===== config.mk =====
export PLATFORM = sky130hd
export DESIGN_NAME = rxbd_queue_ctrl
export DESIGN_NICKNAME = d
export VERILOG_FILES = /design/src/rtl/rxbd_pkg.sv /design/src/rtl/rxbd_sat_counter.sv /design/src/rtl/rxbd_irq_track.sv /design/src/rtl/rxbd_retire_engine.sv /design/src/rtl/rxbd_queue_ctrl.sv
export SDC_FILE = /design/constraint.sdc
export NUM_CORES = 1
export LEC_CHECK = 0
export CAP_MARGIN = 20
export CORE_UTILIZATION = 45
export DETAILED_ROUTE_END_ITERATION = 10
export DONT_BUFFER_PORTS = 1
export PLACE_DENSITY = 0.57
export SYNTH_ARGS = -nofsm -noshare
export SYNTH_HDL_FRONTEND = slang
export SYNTH_SLANG_ARGS = --single-unit

===== constraint.sdc =====
create_clock -name clk -period 2.37 [get_ports clk]
set_clock_uncertainty 0.1 [all_clocks]
set_input_delay 0.237 -clock clk [delete_from_list [all_inputs] [get_ports clk]]
set_output_delay 0.237 -clock clk [all_outputs]
set_load 0.03 [all_outputs]

===== src/rtl/rxbd_pkg.sv =====
// Shared constants and types for the receive descriptor chain controller.
// Assumes descriptors are four 32-bit words with the flags word last.
package rxbd_pkg;
    localparam int WORD_W = 32;

    // Flag bit positions inside the descriptor flags word.
    localparam int FLG_SOP   = 31;
    localparam int FLG_EOP   = 30;
    localparam int FLG_OWNER = 29;
    localparam int FLG_EOQ   = 28;

    // Byte offsets of descriptor words.
    localparam logic [WORD_W-1:0] OFS_LINK  = 32'h0;
    localparam logic [WORD_W-1:0] OFS_FLAGS = 32'hC;

    // Host register indexes.
    localparam logic [1:0] REG_HEAD   = 2'd0;
    localparam logic [1:0] REG_COMPL  = 2'd1;
    localparam logic [1:0] REG_NODESC = 2'd2;
    localparam logic [1:0] REG_BUSY   = 2'd3;

    typedef enum logic [2:0] {
        ST_IDLE,
        ST_RD_LINK,
        ST_RD_FLAGS,
        ST_WR_EOQ,
        ST_WR_OWN,
        ST_COMPL,
        ST_HEAD
    } retire_state_e;
endpackage


===== src/rtl/rxbd_sat_counter.sv =====
// Saturating event counter that clears when read.
// Assumes inc and clr are single-cycle strobes; an event in the clearing cycle is kept.
module rxbd_sat_counter #(
    parameter int W = 32
) (
    input  logic         clk,
    input  logic         rst_n,
    input  logic         inc,
    input  logic         clr,
    output logic [W-1:0] count
);
    localparam logic [W-1:0] MAXV = {W{1'b1}};

    // Count events, stop at all-ones, reset to the pending event on read.
    always_ff @(posedge clk) begin
        if (!rst_n)
            count <= '0;
        else if (clr)
            count <= inc ? {{(W-1){1'b0}}, 1'b1} : '0;
        else if (inc && count != MAXV)
            count <= count + 1'b1;
    end
endmodule


===== src/rtl/rxbd_irq_track.sv =====
// Holds the hardware's last completed address and the host acknowledgement,
// and raises a level interrupt while they disagree.
// Assumes one hardware update and one host write may land in the same cycle.
module rxbd_irq_track #(
    parameter int AW = 32
) (
    input  logic          clk,
    input  logic          rst_n,
    input  logic          hw_set,
    input  logic [AW-1:0] hw_addr,
    input  logic          host_set,
    input  logic [AW-1:0] host_addr,
    output logic [AW-1:0] hw_last,
    output logic          irq
);
    logic [AW-1:0] host_last;

    // Record the most recent completion from hardware.
    always_ff @(posedge clk) begin
        if (!rst_n)      hw_last <= '0;
        else if (hw_set) hw_last <= hw_addr;
    end

    // Record the most recent acknowledgement from the host.
    always_ff @(posedge clk) begin
        if (!rst_n)        host_last <= '0;
        else if (host_set) host_last <= host_addr;
    end

    // Interrupt level follows the mismatch.
    always_comb irq = (hw_last != host_last);
endmodule


===== src/rtl/rxbd_retire_engine.sv =====
// Retires one descriptor per start pulse: reads link and flags, writes the
// end-of-queue tag (if the link is null), then clears ownership, then reports
// completion, then reports the new head. Memory accesses wait on mem_ready.
// Assumes start is only given while idle and the descriptor address is nonzero.
module rxbd_retire_engine
    import rxbd_pkg::*;
#(
    parameter int AW = 32
) (
    input  logic          clk,
    input  logic          rst_n,
    input  logic          start,
    input  logic [AW-1:0] desc_addr,
    output logic          busy,
    output logic          mem_req,
    output logic          mem_we,
    output logic [AW-1:0] mem_addr,
    output logic [31:0]   mem_wdata,
    input  logic [31:0]   mem_rdata,
    input  logic          mem_ready,
    output logic          compl_wr,
    output logic [AW-1:0] compl_addr,
    output logic          head_wr,
    output logic [AW-1:0] link_q
);
    retire_state_e state;
    logic [AW-1:0] base_q;
    logic [31:0]   flags_q;
    logic          link_null;
    logic [31:0]   flags_eoq;
    logic [31:0]   flags_done;

    always_comb link_null = (link_q == '0);

    // Flag words for the two write steps.
    always_comb begin
        flags_eoq              = flags_q;
        flags_eoq[FLG_SOP]     = 1'b1;
        flags_eoq[FLG_EOP]     = 1'b1;
        flags_eoq[FLG_EOQ]     = link_null;
        flags_done             = flags_eoq;
        flags_done[FLG_OWNER]  = 1'b0;
    end

    // Sequence the retirement steps.
    always_ff @(posedge clk) begin
        if (!rst_n) begin
            state   <= ST_IDLE;
            base_q  <= '0;
            link_q  <= '0;
            flags_q <= '0;
        end else begin
            unique case (state)
                ST_IDLE: if (start) begin
                    base_q <= desc_addr;
                    state  <= ST_RD_LINK;
                end
                ST_RD_LINK: if (mem_ready) begin
                    link_q <= mem_rdata[AW-1:0];
                    state  <= ST_RD_FLAGS;
                end
                ST_RD_FLAGS: if (mem_ready) begin
                    flags_q <= mem_rdata;
                    state   <= link_null ? ST_WR_EOQ : ST_WR_OWN;
                end
                ST_WR_EOQ: if (mem_ready) state <= ST_WR_OWN;
                ST_WR_OWN: if (mem_ready) state <= ST_COMPL;
                ST_COMPL:  state <= ST_HEAD;
                ST_HEAD:   state <= ST_IDLE;
                default:   state <= ST_IDLE;
            endcase
        end
    end

    // Drive the memory port from the current step.
    always_comb begin
        mem_req   = 1'b0;
        mem_we    = 1'b0;
        mem_addr  = base_q + OFS_FLAGS[AW-1:0];
        mem_wdata = flags_done;
        unique case (state)
            ST_RD_LINK:  begin mem_req = 1'b1; mem_addr = base_q + OFS_LINK[AW-1:0]; end
            ST_RD_FLAGS: mem_req = 1'b1;
            ST_WR_EOQ:   begin mem_req = 1'b1; mem_we = 1'b1; mem_wdata = flags_eoq; end
            ST_WR_OWN:   begin mem_req = 1'b1; mem_we = 1'b1; end
            default:     ;
        endcase
    end

    // Completion and head-update strobes.
    always_comb begin
        busy       = (state != ST_IDLE);
        compl_wr   = (state == ST_COMPL);
        compl_addr = base_q;
        head_wr    = (state == ST_HEAD);
    end
endmodule


===== src/rtl/rxbd_queue_ctrl.sv =====
// Top of the receive descriptor chain controller: host registers, channel
// activity, drop counters, retirement engine and interrupt tracking.
// Assumes the host port is synchronous with a combinational read path.
module rxbd_queue_ctrl
    import rxbd_pkg::*;
#(
    parameter int AW    = 32,
    parameter int CNT_W = 32
) (
    input  logic          clk,
    input  logic          rst_n,
    input  logic          reg_wr_en,
    input  logic          reg_rd_en,
    input  logic [1:0]    reg_addr,
    input  logic [31:0]   reg_wdata,
    output logic [31:0]   reg_rdata,
    input  logic          frame_in,
    output logic          mem_req,
    output logic          mem_we,
    output logic [AW-1:0] mem_addr,
    output logic [31:0]   mem_wdata,
    input  logic [31:0]   mem_rdata,
    input  logic          mem_ready,
    output logic          irq,
    output logic          hdp_err
);
    logic [AW-1:0]    head_q;
    logic             active;
    logic             eng_busy;
    logic             eng_start;
    logic             compl_wr;
    logic [AW-1:0]    compl_addr;
    logic             head_wr;
    logic [AW-1:0]    link_q;
    logic [AW-1:0]    hw_last;
    logic             head_host_wr;
    logic             nodesc_inc;
    logic             busy_inc;
    logic [CNT_W-1:0] nodesc_cnt;
    logic [CNT_W-1:0] busy_cnt;

    // Classify each arriving frame.
    always_comb begin
        head_host_wr = reg_wr_en && (reg_addr == REG_HEAD);
        eng_start    = frame_in && active && !eng_busy;
        busy_inc     = frame_in && active && eng_busy;
        nodesc_inc   = frame_in && !active;
    end

    // Head pointer and channel activity.
    always_ff @(posedge clk) begin
        if (!rst_n) begin
            head_q  <= '0;
            active  <= 1'b0;
            hdp_err <= 1'b0;
        end else if (head_wr) begin
            head_q <= link_q;
            active <= (link_q != '0);
        end else if (head_host_wr) begin
            if (active)
                hdp_err <= 1'b1;
            else if (reg_wdata[AW-1:0] != '0) begin
                head_q <= reg_wdata[AW-1:0];
                active <= 1'b1;
            end
        end
    end

    rxbd_retire_engine #(.AW(AW)) u_engine (
        .clk        (clk),
        .rst_n      (rst_n),
        .start      (eng_start),
        .desc_addr  (head_q),
        .busy       (eng_busy),
        .mem_req    (mem_req),
        .mem_we     (mem_we),
        .mem_addr   (mem_addr),
        .mem_wdata  (mem_wdata),
        .mem_rdata  (mem_rdata),
        .mem_ready  (mem_ready),
        .compl_wr   (compl_wr),
        .compl_addr (compl_addr),
        .head_wr    (head_wr),
        .link_q     (link_q)
    );

    rxbd_irq_track #(.AW(AW)) u_irq (
        .clk       (clk),
        .rst_n     (rst_n),
        .hw_set    (compl_wr),
        .hw_addr   (compl_addr),
        .host_set  (reg_wr_en && (reg_addr == REG_COMPL)),
        .host_addr (reg_wdata[AW-1:0]),
        .hw_last   (hw_last),
        .irq       (irq)
    );

    rxbd_sat_counter #(.W(CNT_W)) u_cnt_nodesc (
        .clk   (clk),
        .rst_n (rst_n),
        .inc   (nodesc_inc),
        .clr   (reg_rd_en && (reg_addr == REG_NODESC)),
        .count (nodesc_cnt)
    );

    rxbd_sat_counter #(.W(CNT_W)) u_cnt_busy (
        .clk   (clk),
        .rst_n (rst_n),
        .inc   (busy_inc),
        .clr   (reg_rd_en && (reg_addr == REG_BUSY)),
        .count (busy_cnt)
    );

    // Register read mux.
    always_comb begin
        reg_rdata = '0;
        unique case (reg_addr)
            REG_HEAD:   reg_rdata[AW-1:0]    = head_q;
            REG_COMPL:  reg_rdata[AW-1:0]    = hw_last;
            REG_NODESC: reg_rdata[CNT_W-1:0] = nodesc_cnt;
            REG_BUSY:   reg_rdata[CNT_W-1:0] = busy_cnt;
            default:    ;
        endcase
    end
endmodule


==> impl_metrics.yaml <==
placed_design:
  port_buffers: 0
  hpwl_mm: 31.9
  pre_cts_slack_ns: -0.0505
  placed_cell_area_sq_um: 13300
  gp_congestion: 0.957
critical_path:
  cp.required_ns: 2.03
  worst_ep_arrival_time_ns: 2.40
  rr_worst_depth: 5
  r2r_slack_ns: 0.10
  timing.rr.end: "u_cnt_busy.count[27]$_SDFFE_PN0P_"
  r2r-start: "u_cnt_busy.count[14]$_SDFFE_PN0P_"
  crit_type: "reg -> out"
  worstSetupStartpointType: "flop"
  critPathMaxFanout: 5
  cp-end-kind: "output port"
yosys:
  synthDominantCellAreaShare_pct: 41.5
  synthMuxAreaShare_pct: 8.52
  async_reset_ff_share_pct: 0
  yosys_warnings: 0
  synth_top_family_by_area: "simple AND/OR/NAND/NOR gates"
  avgSynthCellArea_sq_um: 8.19
  synth-seq-cells: 258
  synth_simple_gate_area_share_pct: 23.9
  synth_edf_count: 0
  synth_compound_area_share_pct: 15.4
  synthesis.instances: 1521
  synth-xor-area-share_pct: 4.99
  synth_fa_ha_area_share_pct: 0.301
  syn_area_sq_um: 12500
  yosysTopAreaCell: "dfxtp_1"
  synthTopCellsByArea: "dfxtp_1 (41%), nand2_1 (11%), a21oi_1 (9.4%)"
  synth-seq-area-share_pct: 41.5
  synthFlopType: "dfxtp_1"
  synth.distinct_cells: 53
cells_and_area:
  diodes: 0
  layout_common_cells: "nand2_1 (371), dfxtp_1 (249), a21oi_1 (233), buf_4 (106), dlygate4sd3_1 (74)"
  finish.utilization_pct: 56.7
  drive_gt1_share_pct: 16.4
  final_nets: 1698
  area_growth_pct: 23.1
  final_common_cell: "nand2_1"
  post-route-cell-area_sq_um: 15300
timing:
  relSlewSlack_pct: 29.7
  setup-tns-final_ns: -4.74
  fin_crit_sh_pct: 116
  fin_crit_ns: 2.74
  report.final.slew_viol_count: 0
  finalSetupViolations: 23
  fin_ws_ns: -0.369
  worstMarginPinSlew_ns: 1.05
  fmax_mhz: 365
  finalHoldViolCount: 0
  rsz0062_at_grt: "yes"
pwr:
  vdd_ir_drop_max_v: 0.000475
  power.density_nw_per_um2: 624
  power_mw: 9.56
  power.leakage_nw: 5.45
worst_hold_path:
  min_to: "u_cnt_nodesc.count[21]$_SDFFE_PN0P_"
  hold_path_class: "in -> reg"
  min_path_cells: 2
  worstHoldStart: "rst_n"
drt:
  dr.pass1.iters: 5
  vias: 11900
  routedWlPerCell_um: 22.5
  vias_per_cell: 6.00
  routed_wl_mm: 44.5
  first_iter_violations: 1008
  ant_nets: 0
  drc: 0
clocking:
  numCtsBuffers: 28
  ctsRootBufferMaster: "clkbuf_16"
  clock_path_buffers: 3
  clk_pin_slew_ns: 0.06
  cts.sinks: 258
  clkLatencyLatePin_ns: 0.56
  cts_tree: "done"
  htreeDepth: 1
global_route:
  grt_max_degree: 51
  grt.total_usage_pct: 31.2
  grt_pass1_vias: 11000
  antenna_found_initial: 0
  grt_pass1_wl_mm: 67.7
  grt_overflow_total: 0
floorplan:
  dieArea_sq_um: 28300
  num_rows: 60
  ios: 172
  fp.dieW_um: 168
  die_h_um: 168
  start_util_pct: 46.1
  core-area_sq_um: 27000
status:
  violations: "negative setup slack"
  status: "finished with violations"
job:
  maxCapViolCount: 0
worst max-delay path: stages (launching register included):
cell and delay, ns:
dfxtp_2 0.32, nand4_1 0.12, or3_4 0.43, or3_4 0.51
nor2_4 0.15, xor2_2 0.16, buf_6 0.15
report_power, final:
part	leakage, nW	internal (mW)	switching (mW)
combinational	2.94	0.349	0.506
sequential	2.09	4.42	0.111
clock	0.423	2.38	1.80
flip-flops by register name (all words and copies together) (netlist names):
name,flops
u_engine.state,3
u_cnt_busy.count,32
hdp_err,1
u_engine.flags_q,29
head_q,32
u_engine.link_q,32
u_irq.hw_last,32
u_cnt_nodesc.count,32
u_irq.host_last,32
u_engine.compl_addr,32
active,1
kinds of logic after synthesis:
logic type / Yosys count
multiplexers: 66
adder cells (fa/ha/maj): 3
AND/OR/NAND/NOR: 635
flip-flops: 258
other: 1
buffers and inverters: 146
AO/OA/AOI/OAI: 341
XOR/XNOR: 71
metal layers:
metal | routed length, um | vias to the layer above | GRT usage (%)
met5 | 0 | - | 0
met4 | 1260 | 0 | 9.29
met3 | 3900 | 80 | 4.96
met2 | 20400 | 509 | 50.0
met1 | 19000 | 5713 | 43.2
li1 | - | 5580 | -
worst max-delay path by stage:
stage	start	end	slack (ns)	cells after the start
after global placement	u_engine.state[0]$_SDFFE_PN0P_	mem_addr[31]	0.03	6
after CTS	u_engine.state[0]$_SDFFE_PN0P_	mem_addr[31]	-0.37	6
after global routing	u_engine.compl_addr[11]$_SDFFE_PN0P_	mem_addr[31]	-0.47	6
after detailed placement	u_engine.state[0]$_SDFFE_PN0P_	mem_addr[31]	-0.05	6
final	u_engine.compl_addr[4]$_SDFFE_PN0P_	mem_addr[31]	-0.37	6
after floorplan	u_engine.state[0]$_SDFFE_PN0P_	mem_addr[23]	0.01	6
layout make-up:
cell class                      instances  area, sq um
Sequential cell                       258         5180
Tap cell                              341          427
Fill cell                            2490        11700
Clock inverter                          4         31.3
Timing Repair Buffer                  205         1870
Multi-Input combinational cell       1118         6950
Clock buffer                           43          827
Inverter                               12         51.3
synthesized netlist by cell type, types with 30 or more instances:
library cell    n
mux4_2         32
nand2_1       376
nand3_1        30
mux2i_1        34
dfxtp_1       258
o31ai_1        41
buf_4          33
nand4_1        44
or3_1          34
a21oi_1       233
nor2_1         36
clkbuf_1       90
o21ai_0        36
xnor2_1        57
per-stage QoR:
step | hold slack (ns) | instances
floorplan | 0.273 | 1522
global placement | 0.274 | 1846
detailed placement | 0.280 | 1846
CTS | 0.0216 | 1972
global route | 0.0632 | 1981
finish | 0.0332 | 1981
repair_timing:
| item | 4_1_cts | 5_1_grt |
|---|---|---|
| endpoints found under the setup margin | 31 | 46 |
| resized for setup | 55 | 29 |
| hold buffers | 75 | 0 |
| hold endpoints to repair | 141 | 0 |
| setup buffers | 4 | 8 |
| pin swaps | 16 | 23 |
Note: power is estimated with default switching activity, not from simulation.
